<file path="src/rtl/cfgrb_pkg.sv">
package cfgrb_pkg;

  localparam int BYTE_W = 8;

  // Selection order is fixed by address bits [1:0].
  typedef enum logic [1:0] {
    SEL_FUSE_LO  = 2'd0,
    SEL_LOCK     = 2'd1,
    SEL_FUSE_EXT = 2'd2,
    SEL_FUSE_HI  = 2'd3
  } cfg_sel_e;

  function automatic cfg_sel_e addr_to_sel(input logic [1:0] lo);
    return cfg_sel_e'(lo);
  endfunction

endpackage

</file>
<file path="src/rtl/cfgrb_window.sv">
module cfgrb_window #(
  parameter int BYTE_W  = 8,
  parameter int CFG_BIT = 3,
  parameter int EN_BIT  = 0,
  parameter int LIMIT   = 3
) (
  input  logic              clk,
  input  logic              rst,
  input  logic              wr_en,
  input  logic [BYTE_W-1:0] wr_data,
  input  logic              ld_req,
  input  logic              st_req,
  input  logic              ee_busy,
  output logic              armed,
  output logic [BYTE_W-1:0] ctrl_q
);

  localparam int CNT_W = (LIMIT < 2) ? 1 : $clog2(LIMIT);
  localparam logic [CNT_W-1:0] LAST = CNT_W'(LIMIT - 1);
  localparam logic [BYTE_W-1:0] CMD_MASK =
    (BYTE_W'(1) << CFG_BIT) | (BYTE_W'(1) << EN_BIT);

  logic             armed_q;
  logic [CNT_W-1:0] age_q;
  logic             arm_cmd;

  assign arm_cmd = wr_data[CFG_BIT] & wr_data[EN_BIT];

  always_ff @(posedge clk) begin
    if (rst) begin
      armed_q <= 1'b0;
      age_q   <= '0;
    end else if (ee_busy) begin
      armed_q <= 1'b0;
      age_q   <= '0;
    end else if (wr_en) begin
      armed_q <= arm_cmd;
      age_q   <= '0;
    end else if (armed_q) begin
      if (ld_req || st_req || age_q == LAST) begin
        armed_q <= 1'b0;
        age_q   <= '0;
      end else begin
        age_q <= age_q + 1'b1;
      end
    end
  end

  assign armed  = armed_q;
  assign ctrl_q = armed_q ? CMD_MASK : '0;

endmodule

</file>
<file path="src/rtl/cfgrb_mux.sv">
module cfgrb_mux
  import cfgrb_pkg::*;
#(
  parameter int LOCK_W = 2
) (
  input  logic              clk,
  input  logic              rst,
  input  logic              ld_req,
  input  logic [1:0]        sel_bits,
  input  logic              use_cfg,
  input  logic [BYTE_W-1:0] flash_rdata,
  input  logic [BYTE_W-1:0] fuse_lo,
  input  logic [BYTE_W-1:0] fuse_hi,
  input  logic [BYTE_W-1:0] fuse_ext,
  input  logic [LOCK_W-1:0] lock_bits,
  output logic [BYTE_W-1:0] rd_data,
  output logic              rd_valid
);

  logic [BYTE_W-1:0] lock_byte;
  logic [BYTE_W-1:0] cfg_byte;

  genvar gi;
  generate
    for (gi = 0; gi < BYTE_W; gi++) begin : g_lock
      if (gi < LOCK_W) begin : g_bit
        assign lock_byte[gi] = lock_bits[gi];
      end else begin : g_pad
        assign lock_byte[gi] = 1'b1;
      end
    end
  endgenerate

  always_comb begin
    unique case (addr_to_sel(sel_bits))
      SEL_FUSE_LO:  cfg_byte = fuse_lo;
      SEL_LOCK:     cfg_byte = lock_byte;
      SEL_FUSE_EXT: cfg_byte = fuse_ext;
      SEL_FUSE_HI:  cfg_byte = fuse_hi;
      default:      cfg_byte = fuse_lo;
    endcase
  end

  always_ff @(posedge clk) begin
    if (rst) begin
      rd_data  <= '0;
      rd_valid <= 1'b0;
    end else begin
      rd_valid <= ld_req;
      if (ld_req) rd_data <= use_cfg ? cfg_byte : flash_rdata;
    end
  end

endmodule

</file>
<file path="src/rtl/cfgrb_top.sv">
module cfgrb_top
  import cfgrb_pkg::*;
#(
  parameter int ADDR_W  = 16,
  parameter int LOCK_W  = 2,
  parameter int LD_WIN  = 3,
  parameter int ST_WIN  = 4,
  parameter int CFG_BIT = 3,
  parameter int EN_BIT  = 0
) (
  input  logic              clk,
  input  logic              rst,
  input  logic              reg_wr,
  input  logic [7:0]        reg_wdata,
  input  logic              ld_req,
  input  logic [ADDR_W-1:0] ld_addr,
  input  logic              st_req,
  input  logic              ee_busy,
  input  logic [7:0]        flash_rdata,
  input  logic [7:0]        fuse_lo,
  input  logic [7:0]        fuse_hi,
  input  logic [7:0]        fuse_ext,
  input  logic [LOCK_W-1:0] lock_bits,
  output logic [7:0]        rd_data,
  output logic              rd_valid,
  output logic [7:0]        ctrl_rdata
);

  localparam int LIMIT = (LD_WIN < ST_WIN) ? LD_WIN : ST_WIN;

  logic armed;
  logic use_cfg;
  logic unused_addr_hi;

  assign unused_addr_hi = ^ld_addr[ADDR_W-1:2];
  assign use_cfg = armed & ~ee_busy;

  cfgrb_window #(
    .BYTE_W (BYTE_W),
    .CFG_BIT(CFG_BIT),
    .EN_BIT (EN_BIT),
    .LIMIT  (LIMIT)
  ) u_win (
    .clk    (clk),
    .rst    (rst),
    .wr_en  (reg_wr),
    .wr_data(reg_wdata),
    .ld_req (ld_req),
    .st_req (st_req),
    .ee_busy(ee_busy),
    .armed  (armed),
    .ctrl_q (ctrl_rdata)
  );

  cfgrb_mux #(
    .LOCK_W(LOCK_W)
  ) u_mux (
    .clk        (clk),
    .rst        (rst),
    .ld_req     (ld_req),
    .sel_bits   (ld_addr[1:0]),
    .use_cfg    (use_cfg),
    .flash_rdata(flash_rdata),
    .fuse_lo    (fuse_lo),
    .fuse_hi    (fuse_hi),
    .fuse_ext   (fuse_ext),
    .lock_bits  (lock_bits),
    .rd_data    (rd_data),
    .rd_valid   (rd_valid)
  );

endmodule

</file>
<file path="config.mk">
export PLATFORM = sky130hd
export DESIGN_NAME = cfgrb_top
export DESIGN_NICKNAME = d
export VERILOG_FILES = /design/src/rtl/cfgrb_pkg.sv /design/src/rtl/cfgrb_window.sv /design/src/rtl/cfgrb_mux.sv /design/src/rtl/cfgrb_top.sv
export SDC_FILE = /design/constraint.sdc
export NUM_CORES = 1
export LEC_CHECK = 0
export BUFFER_PORTS_ARGS = -buffer_cell sky130_fd_sc_hd__clkbuf_2
export CAP_MARGIN = 25
export CORE_MARGIN = 2
export CORE_UTILIZATION = 37
export DETAILED_ROUTE_END_ITERATION = 12
export GPL_ROUTABILITY_DRIVEN = 0
export PLACE_DENSITY = 0.77
export REMOVE_ABC_BUFFERS = 1
export SLEW_MARGIN = 0
export SYNTH_ARGS = -nofsm -noshare
export SYNTH_HDL_FRONTEND = slang
export SYNTH_HIERARCHICAL = 1
export SYNTH_SLANG_ARGS = --single-unit
</file>
<file path="constraint.sdc">
create_clock -name clk -period 1.6 [get_ports clk]
set_input_delay 0 -clock clk [delete_from_list [all_inputs] [get_ports clk]]
set_output_delay 0 -clock clk [all_outputs]
set_load 0.02 [all_outputs]
</file>
# --- After elaboration in Yosys (flattened, before gate mapping) ---
# Cells that the tools add are included.
word_totals:
  elab_cells: 24
  input_bits: 64
  out_inout_bits: 17
  reg_bits: 12
classes:
  eq_ne: 4
  bitwise: 3
  n_reduce_logical: 5
  addsub: 1
  muxes: 7
op_table:
  columns: ["cell", "count"]
  rows:
  - ["8-bit one-hot mux with 4 select lines", 1]
  - ["8-bit two-way mux", 1]
  - ["2-bit equality test, second input constant", 3]
  - ["4-bit two-way mux", 1]
  - ["1-bit two-way mux", 3]
  - ["3-bit OR reduction", 1]
  - ["2-bit by 1-bit adder with 2-bit output, second input constant", 1]
  - ["1-bit bitwise AND", 2]
  - ["2-bit by 1-bit equality test with 1-bit output, second input constant", 1]
  - ["2-bit zero test", 1]
  - ["1-bit logical OR", 2]
  - ["2-bit two-way mux", 1]
  - ["2-bit OR reduction", 1]
  - ["1-bit NOT", 1]

# --- Depth between registers and ports, before layout ---
# Gate-level depths: netlist of run 1.
logic_depth:
  depth_word: 5
  mapped_depth: 4
  mapped_depth_nobuf: 4

# --- Hierarchy ---
# The synthesis of run 1 kept the hierarchy.
by_module_without_submodules:
  columns: ["mod", "n_inst", "cells_each", "area_per_inst_um2", "seq_area_each_um2"]
  rows:
  - ["cfgrb_mux", 1, 62, 634.4, 180.2]
  - ["cfgrb_window", 1, 24, 237.7, 60.1]
  - ["cfgrb_top", 1, 1, 13.8, 0.0]

# --- Worst setup path before layout of run 1 ---
# No wires, ideal clock.
synth_timing:
  path_kind: "register -> register"
  startpoint: "register u_win.age_q[0]"
  endpoint: "register u_win.armed_q, in the netlist u_win/armed"
  stages_incl_launch_ff: 5
  n_path_buf: 0
  slack_ns: 0.338
  synth_period_minus_slack_ns: 1.262
  arrival_time_ns: 1.206
  setup_ns: 0.056
  t_required_ns: 1.544
  cell_sequence: "dfxtp_1 > inv_1 > ha_1 > or4b_4 > a2bb2o_4"
synth_between:
  elab_chain_len: 5
synth_lines:
  columns: ["item", "line", "source"]
  rows:
  - ["start: declaration", "cfgrb_window.sv:24", "logic [CNT_W-1:0] age_q;"]
  - ["start signal: assignment", "cfgrb_window.sv:44", "age_q <= age_q + 1'b1;"]
  - ["2-bit equality test", "cfgrb_window.sv:40", "if (ld_req || st_req || age_q == LAST) begin"]
  - ["1-bit logical OR", "cfgrb_window.sv:40", null]
  - ["1-bit two-way mux", "cfgrb_window.sv:40", null]
  - ["1-bit two-way mux", "cfgrb_window.sv:39", "end else if (armed_q) begin"]
  - ["1-bit two-way mux", "cfgrb_window.sv:36", "end else if (wr_en) begin"]
  - ["end signal: assignment", "cfgrb_window.sv:37", "armed_q <= arm_cmd;"]
  - ["end: declaration", "cfgrb_window.sv:23", "logic armed_q;"]
# No other way between the ends.
# A chain may end at the register's enable or synchronous reset.

# --- Worst setup path in the final report of run 1 ---
layout_timing:
  startpoint: "register u_win.armed_q, in the netlist u_win/armed"
  endpoint: "register u_mux.rd_data[0]"
layout_between:
  elab_chain_len: 2
layout_lines:
  columns: ["item", "line", "source"]
  rows:
  - ["1-bit bitwise AND", "cfgrb_top.sv:36", "assign use_cfg = armed & ~ee_busy;"]
  - ["via use_cfg", "cfgrb_top.sv:32", "logic use_cfg;"]
  - ["8-bit two-way mux", "cfgrb_mux.sv:50", "if (ld_req) rd_data <= use_cfg ? cfg_byte : flash_rdata;"]
  - ["end signal: assignment", "cfgrb_mux.sv:50", null]
  - ["end: declaration", "cfgrb_mux.sv:16", "output logic [BYTE_W-1:0] rd_data,"]
# The timed path passes the listed nets, and every way through them passes these cells.

==> impl_metrics.tcl, run 1 <==
set metrics [dict create \
    syn_avg_cell_area_sq_um 10.2 \
    clk_pin_slew_ns 0.08 \
    critPathRequiredTime_ns 1.78 \
    drtIter0Drc 7 \
    final_hold_viol_count 0 \
    drc 0 \
    multi_input_area_sq_um 563 \
    clock.fmax_mhz 716 \
    fill_cells 207 \
    power_density_nw_per_um2 643 \
    dieHeight_um 52.9 \
    post-route-cell-area_sq_um 1190 \
    drt-wirelength-per-cell_um 13.3 \
    fin_crit_sh_pct 87.3 \
    num_io_pins 81 \
    cts-htree-levels 1 \
    grt_max_degree 18 \
    finalMaxSlewViolations 0 \
    clockBufferDepth 2 \
    grt_util_all_layers_pct 16.8 \
    total_power_uw 767 \
    synthXorXnorAreaFrac_pct 0 \
    rsz0062_at_grt "no" \
    dp_hpwl_um 1780 \
    start_kind "register" \
    utilization_pct 53.4 \
    path_depth 4 \
    synth-adder-area-share_pct 1.41 \
    syn_inst 87 \
    synthFlopType "dfxtp_1" \
    finalWirelength_um 2240 \
    critPathLaunch "u_win/armed" \
    min_from "flash_rdata[5]" \
    worstPathArrival_ns 1.58 \
    cts_setup_buffers 0 \
    regArea_sq_um 240 \
    drive_gt1_share_pct 53.2 \
    synth_edf_count 0 \
    synthMuxAreaShare_pct 12.7 \
    hold_class "primary input to register" \
    worstPathCellList "nor2b_4 -> nor2b_1 -> a21oi_1 -> a311oi_1" \
    end_kind "register" \
    power_leakage_nw 0.526 \
    synth_top_area_share_pct 27.1 \
    area.growth.synth_to_final_pct 34.7 \
    finalNetCount 207 \
    synth.area.top_cells "dfxtp_1 (27%), mux2_1 (11%), a311oi_2 (8.5%), o221ai_2 (8.5%), buf_4 (7.6%)" \
    syn_area_sq_um 886 \
    cp_max_fo 14 \
    regToRegSetupSlack_ns 0.20 \
    cts.repair.resized 0 \
    clkSinkCount 12 \
    route.vias.total 846 \
    synthArstFlopShare_pct 0 \
    peakVddDrop_mv 0.341 \
    clkLatencyLatePin_ns 0.27 \
    portBuffers 54 \
    die_x_um 52.9 \
    critical_path_class "register to register" \
    grt_pass1_vias 816 \
    postRouteAntennaNets 0 \
    setup_viol 0 \
    start_util_pct 39.7 \
    seq_area_frac_synth_pct 27.1 \
    period_minus_slack_ns 1.40 \
    r2r_start "u_win/armed" \
    cp_slowest_stage_delay_ns 0.41 \
    final_cell_count_no_fill 169 \
    ys_top_cells_by_count "dfxtp_1 (12), buf_4 (9), mux2_1 (9)" \
    outcome "finished, final reports clean" \
    die_area_sq_um 2800 \
    root_buffer "clkbuf_4" \
    synth_seq_cells 12 \
    synth.distinct_cells 28 \
    grt_first_pass_wirelength_um 3430 \
    vias_per_cell 5.01 \
    crit_family "simple AND/OR/NAND/NOR gates" \
    tns_ns 0 \
    skew_ns 0.00133 \
    yosysTopAreaCell "dfxtp_1" \
    rr_endpoint "u_mux/rd_data[0]" \
    overflow 0 \
    diodes 0 \
    synth.most_common_cell "dfxtp_1" \
    crit_end "u_mux/rd_data[0]" \
    cts_tree "yes" \
    cp.buffers_inverters 0 \
    max_cap_viol_count 0 \
    fp-row-count 17 \
    placedCellCount 162 \
    numCtsBuffers 3 \
    synthSimpleGateAreaFrac_pct 21.2 \
    synth_compound_area_share_pct 25.7 \
    worst_path_max_delay_cell "dfxtp_1" \
    coreArea_sq_um 2230 \
    place_area_sq_um 1130 \
    reg2reg_depth 4 \
    first_pass_iters 4 \
    yosysWarnings 6 \
    synth_top_family_by_area "compound AO/OA/AOI/OAI gates" \
    antenna_found_initial 0 \
]
-- layout make-up --
| cell class | count | area share (%) |
|---|---|---|
| well taps | 28 | 2.94 |
| clock buffers | 4 | 3.04 |
| inverters | 1 | 0.314 |
| flip-flops and latches | 12 | 20.1 |
| multi-input cells | 65 | 47.2 |
| repair buffers | 59 | 26.4 |
-- metal layers --
metal  GRT usage, %  part of all wire, %  wire length [um]
met1           19.0                   42               948
met2           30.8                   48              1080
met3           2.26                  9.1               204
met4           7.69                 0.62                14
met5              0                    0                 0
-- logic make-up after synthesis --
logic type                 Yosys count
AOI/OAI and AO/OA                   19
adders and majority gates            1
buffers and inverters               15
DFF                                 12
muxes                               10
other                                1
and+or+nand+nor                     29
-- timing repair --
action                                  CTS  global route
hold buffers                              3             0
endpoints found under the hold margin     4             0
endpoints found under the setup margin    0             0
-- power breakdown --
group | total [mW] | internal, mW | switching [mW]
Sequential | 0.322 | 0.315 | 0.00792
Combinational | 0.202 | 0.0914 | 0.110
Clock | 0.243 | 0.138 | 0.105
Total | 0.767 | 0.544 | 0.223
-- worst min-delay path: stages --
cell	delay, ns
clkbuf_2	0.08
nand2b_1	0.07
a311oi_2	0.09
-- per-stage QoR --
step / hold WS [ns] / setup WS [ns]
floorplan: 0.0679 / 0.0557
global placement: 0.220 / 0.229
detailed placement: 0.220 / 0.198
CTS: 0.00993 / 0.182
global route: 0.0105 / 0.0490
finish: 0.0137 / 0.203
-- sequential cells by signal, summed over array words and instances, names as in the netlist --
| register | cells |
|---|---|
| u_mux/rd_data | 8 |
| u_mux/rd_valid | 1 |
| u_win/age_q | 2 |
| u_win/armed | 1 |
-- how the worst min path moves through the flow --
stage / to / slack [ns] / cells past startpoint
2_1_floorplan: u_mux/rd_data[2] / 0.07 / 1
3_3_place_gp: u_win/armed / 0.22 / 2
3_5_place_dp: u_win/armed / 0.22 / 2
4_1_cts: u_mux/rd_data[5] / 0.01 / 3
5_1_grt: u_mux/rd_data[6] / 0.01 / 3
6_report: u_mux/rd_data[5] / 0.01 / 3
-- placed cells by master, fill, tap and decap left out, drive strengths merged --
cell type	Yosys	routed
a21oi	2	2
a2bb2o	1	1
a311oi	8	8
buf	14	2
clkbuf	0	58
conb	1	6
dfxtp	12	12
dlygate4sd3	0	3
ha	1	1
inv	1	1
mux2	10	10
nand2	1	1
nand2b	6	6
nand3	2	2
nor2	8	8
nor2b	5	5
nor4bb	1	1
o221ai	6	6
o22ai	2	2
or3	1	1
or4	2	2
or4b	3	3
Power figures use the tool's default switching activity.
==> run 2, diff against run 1 <==
- CORE_ASPECT_RATIO: unset -> 1.5
==> run 2 against run 1 <==
- largest power group unchanged
- global-route usage fell by 1.1 points
- critical path depth fell by 1
- sequential cell count did not move
- sequential share of layout area rose by 0.15 points
- design area fell by 0.73%
==> impl_metrics.tcl, run 2 (synthesis results as in run 1) <==
set metrics [dict create \
    outcome "finished, final reports clean" \
    cp_slowest_stage_delay_ns 0.41 \
    layout_setup_ws_ns 0.200 \
    die_area_sq_um 2810 \
    clockBufferDepth 2 \
    crit_family "compound AO/OA/AOI/OAI gates" \
    p_sw_uw 210 \
    drive_gt1_share_pct 53.9 \
    start_util_pct 39.2 \
    r2r_start "u_win/armed" \
    clkSinkCount 12 \
    place_area_sq_um 1130 \
    skew_ns 0.000776 \
    fin_crit_sh_pct 87.5 \
    worst_path_max_delay_cell "dfxtp_1" \
    whs_path_depth 3 \
    die_x_um 44.0 \
    clock.fmax_mhz 714 \
    hold_buffers 2 \
    dp_worst_setup_slack_ns 0.226 \
    diodes 0 \
    grt_util_all_layers_pct 15.7 \
    dieHeight_um 63.9 \
    cp.buffers_inverters 0 \
    cts-htree-levels 1 \
    holdWs_ns 0.0163 \
    power_leakage_nw 0.527 \
    post-route-cell-area_sq_um 1180 \
    dp_hpwl_um 1740 \
    combPwrFrac_pct 26.3 \
    peakVddDrop_mv 0.224 \
    first_pass_iters 4 \
    period_minus_slack_ns 1.40 \
    whs_endpoint "u_mux/rd_data[4]" \
    vias_per_cell 5.16 \
    min_from "flash_rdata[4]" \
    worstPathCellList "nor2b_4 -> o221ai_1 -> a311oi_1" \
    max_cap_viol_count 0 \
    finalMaxSlewViolations 0 \
    drt-wirelength-per-cell_um 12.8 \
    postRouteAntennaNets 0 \
    final_common_cell "clkbuf_2" \
    regToRegSetupSlack_ns 0.20 \
    rr_endpoint "u_mux/rd_data[7]" \
    finalWirelength_um 2100 \
    critical_path_class "register to register" \
    portBuffers 54 \
    intPower_uw 543 \
    utilization_pct 52.4 \
    grt_max_degree 18 \
    finalNetCount 207 \
    hold_class "primary input to register" \
    cts_tree "yes" \
    route.vias.total 846 \
    coreArea_sq_um 2260 \
    final_hold_viol_count 0 \
    end_kind "register" \
    tns_ns 0 \
    placedCellCount 158 \
    power_density_nw_per_um2 635 \
    worstPathArrival_ns 1.56 \
    reg_top3 "u_mux/rd_data: 8 flops, u_win/age_q: 2 flops" \
    switching_share_pct 27.9 \
    root_buffer "clkbuf_4" \
    critPathRequiredTime_ns 1.76 \
    clkLatencyLatePin_ns 0.26 \
    fill_cells 220 \
    final_cell_mix "clkbuf_2 (54), dfxtp_1 (12), mux2_1 (9), nor2_1 (8)" \
    grt_first_pass_wirelength_um 3480 \
    reg2reg_depth 3 \
    fp-row-count 21 \
    rsz0062_at_grt "no" \
    drtIter0Drc 7 \
    start_kind "register" \
    cts.repair.resized 0 \
    numCtsBuffers 3 \
    grt_pass1_vias 808 \
    num_io_pins 81 \
    drc 0 \
    overflow 0 \
    clk_pin_slew_ns 0.07 \
    cts_setup_buffers 0 \
    final_cell_count_no_fill 164 \
    top_register "u_mux/rd_data" \
    setup_viol 0 \
    p_clk_share_pct 30.8 \
    p_seq_share_pct 42.9 \
    largest_reg_flops 8 \
    total_power_uw 752 \
    antenna_found_initial 0 \
    cp_max_fo 13 \
    area.growth.synth_to_final_pct 33.8 \
]
run 2: cell types whose count changed in the layout (fill, tap and decap cells not counted), sizes merged:
cell / change
dlygate4sd3: -1
buf: +1
run 2: worst max-delay path by stage:
stage	startpoint	depth (start not counted)	endpoint	slack [ns]
after global routing	u_win/armed	3	u_mux/rd_data[7]	0.06
after global placement	u_win/armed	4	u_mux/rd_data[1]	0.27
final	u_win/armed	3	u_mux/rd_data[7]	0.20
after detailed placement	u_win/armed	4	u_mux/rd_data[0]	0.23
after floorplan	u_win/armed	4	u_mux/rd_data[0]	0.06
after CTS	u_win/armed	4	u_mux/rd_data[0]	0.19
run 2: layout make-up:
| class | instances | area [sq um] | share of cell area, % |
|---|---|---|---|
| clock buffers | 4 | 36.3 | 3.06 |
| inverters | 1 | 3.75 | 0.317 |
| multi-input cells | 65 | 563 | 47.5 |
| flip-flops and latches | 12 | 240 | 20.3 |
| well taps | 23 | 28.8 | 2.43 |
| repair buffers | 59 | 313 | 26.4 |
run 2: worst reg2reg max path, stage by stage (launching register included):
cell	delay, ns
dfxtp_1	0.41
nor2b_4	0.35
o221ai_1	0.20
a311oi_1	0.33
run 2: metal layers:
layer / vias to the layer above / share of wire, % / GRT usage (%)
met3: 2 / 6.6 / 2.82
met5: - / 0 / 0
met4: 0 / 0.57 / 4.55
li1: 425 / - / -
met1: 387 / 39 / 19.2
met2: 32 / 54 / 27.0
run 2: power groups by stage:
stage | sequential, mW | combinational [mW] | clock, mW
CTS | 0.323 | 0.199 | 0.240
finish | 0.323 | 0.198 | 0.232
detailed placement | 0.330 | 0.195 | 0
global placement | 0.329 | 0.189 | 0
global route | 0.326 | 0.216 | 0.254
floorplan | 0.349 | 0.0720 | 0
==> run 3, diff against run 2 <==
- CTS_BUF_LIST: unset -> sky130_fd_sc_hd__clkbuf_16
==> run 3 against run 2 <==
- non-clock buffer count down 1
- combinational power about the same
- sequential cell count unchanged
- largest power group is now clock
- via count up 0.12%
- sequential power about the same
- critical endpoint unchanged
- sequential share of layout area down 0.54 points
- total power up 29%
- count of clock-buffer cells in the layout down 1
==> impl_metrics.tcl, run 3 (synthesis results as in run 1) <==
set metrics [dict create \
    fill_cells 217 \
    worstPathArrival_ns 1.53 \
    grt_pass1_vias 812 \
    route.vias.total 847 \
    clockBufferDepth 2 \
    power_leakage_nw 0.541 \
    clock.fmax_mhz 716 \
    skew_ns 0.00103 \
    rsz0062_at_grt "no" \
    overflow 0 \
    cts-htree-levels 1 \
    die_area_sq_um 2810 \
    clk_pin_slew_ns 0.04 \
    hold_class "primary input to register" \
    finalWirelength_um 2140 \
    diodes 0 \
    start_kind "register" \
    cts.repair.resized 0 \
    peakVddDrop_mv 0.446 \
    total_power_uw 971 \
    antenna_found_initial 0 \
    power_density_nw_per_um2 797 \
    final_common_cell "clkbuf_2" \
    worstPathCellList "nor2b_4 -> o221ai_1 -> a311oi_1" \
    critPathRequiredTime_ns 1.73 \
    grt_max_degree 18 \
    die_x_um 44.0 \
    dp_hpwl_um 1740 \
    top_register "u_mux/rd_data" \
    drive_gt1_share_pct 53.6 \
    num_io_pins 81 \
    finalNetCount 206 \
    place_area_sq_um 1130 \
    end_kind "register" \
    setup_viol 0 \
    outcome "finished, final reports clean" \
    final_cell_mix "clkbuf_2 (54), dfxtp_1 (12), mux2_1 (9), nor2_1 (8)" \
    period_minus_slack_ns 1.40 \
    dieHeight_um 63.9 \
    first_pass_iters 4 \
    fin_crit_sh_pct 87.3 \
    clkSinkCount 12 \
    fp-row-count 21 \
    postRouteAntennaNets 0 \
    drt-wirelength-per-cell_um 13.1 \
    finalMaxSlewViolations 0 \
    coreArea_sq_um 2260 \
    grt_first_pass_wirelength_um 3520 \
    max_cap_viol_count 0 \
    grt_util_all_layers_pct 16.0 \
    numCtsBuffers 3 \
    cp_max_fo 13 \
    drtIter0Drc 16 \
    portBuffers 54 \
    tns_ns 0 \
    area.growth.synth_to_final_pct 37.4 \
    vias_per_cell 5.20 \
    post-route-cell-area_sq_um 1220 \
    cts_tree "yes" \
    cp_slowest_stage_delay_ns 0.40 \
    placedCellCount 158 \
    critical_path_class "register to register" \
    start_util_pct 39.2 \
    clkLatencyLatePin_ns 0.24 \
    drc 0 \
    final_cell_count_no_fill 163 \
    worst_path_max_delay_cell "dfxtp_1" \
    final_hold_viol_count 0 \
    holdWs_ns 0.0220 \
    largest_reg_flops 8 \
    root_buffer "clkbuf_16" \
    reg_top3 "u_mux/rd_data: 8 flops, u_win/age_q: 2 flops" \
]
==> run 3: metrics by stage <==
stage                     worst slack (ns)  util, %
after floorplan                     0.0557        -
after global placement               0.270     49.9
after detailed placement             0.226     49.9
after CTS                            0.201     53.9
after global routing                0.0651     53.9
final                                0.203     53.9
==> run 3: critical path, delay by kind of cell (launching register included) <==
family	cells	cell delay [ns]
AO/OA/AOI/OAI	2	0.54
flip-flops	1	0.40
AND/OR/NAND/NOR	1	0.35
==> run 3: final timing paths <==
check / start / to / slack [ns] / depth (start not counted)
worst max-delay path: u_win/armed / u_mux/rd_data[7] / 0.20 / 3
worst min register to register: u_mux/rd_data[0] / u_mux/rd_data[0] / 0.49 / 2
worst min-delay path: reg_wr / u_win/age_q[1] / 0.02 / 2
worst max register to register: u_win/armed / u_mux/rd_data[7] / 0.20 / 3
==> run 3: where the power goes <==
group	switching, mW	internal [mW]	leakage, nW	total, mW
Sequential	0.00802	0.316	0.0991	0.324
Clock	0.122	0.328	0.0385	0.450
Combinational	0.108	0.0885	0.403	0.196
Total	0.238	0.733	0.541	0.971
==> run 3: cell type report <==
cell class	count	area [sq um]	share of cell area, %
multi-input cells	65	563	46.2
repair buffers	58	303	24.9
flip-flops and latches	12	240	19.7
clock buffers	3	75.1	6.17
well taps	23	28.8	2.36
clock inverters	1	3.75	0.308
inverters	1	3.75	0.308
==> run 3: timing repair <==
item                                    4_1_cts  5_1_grt
endpoints found under the setup margin        0        0
setup buffers                                 0        0
endpoints found under the hold margin         1        0
hold buffers                                  1        0
==> run 3: metal layers <==
| layer | routed length, um | share of wire [%] | global-route usage (%) | vias to the layer above |
|---|---|---|---|---|
| met1 | 816 | 38 | 19.4 | 385 |
| met3 | 162 | 7.6 | 3.67 | 4 |
| met2 | 1140 | 53 | 27.4 | 35 |
| met5 | 0 | 0 | 0 | - |
| li1 | - | - | - | 423 |
| met4 | 27 | 1.3 | 4.55 | 0 |
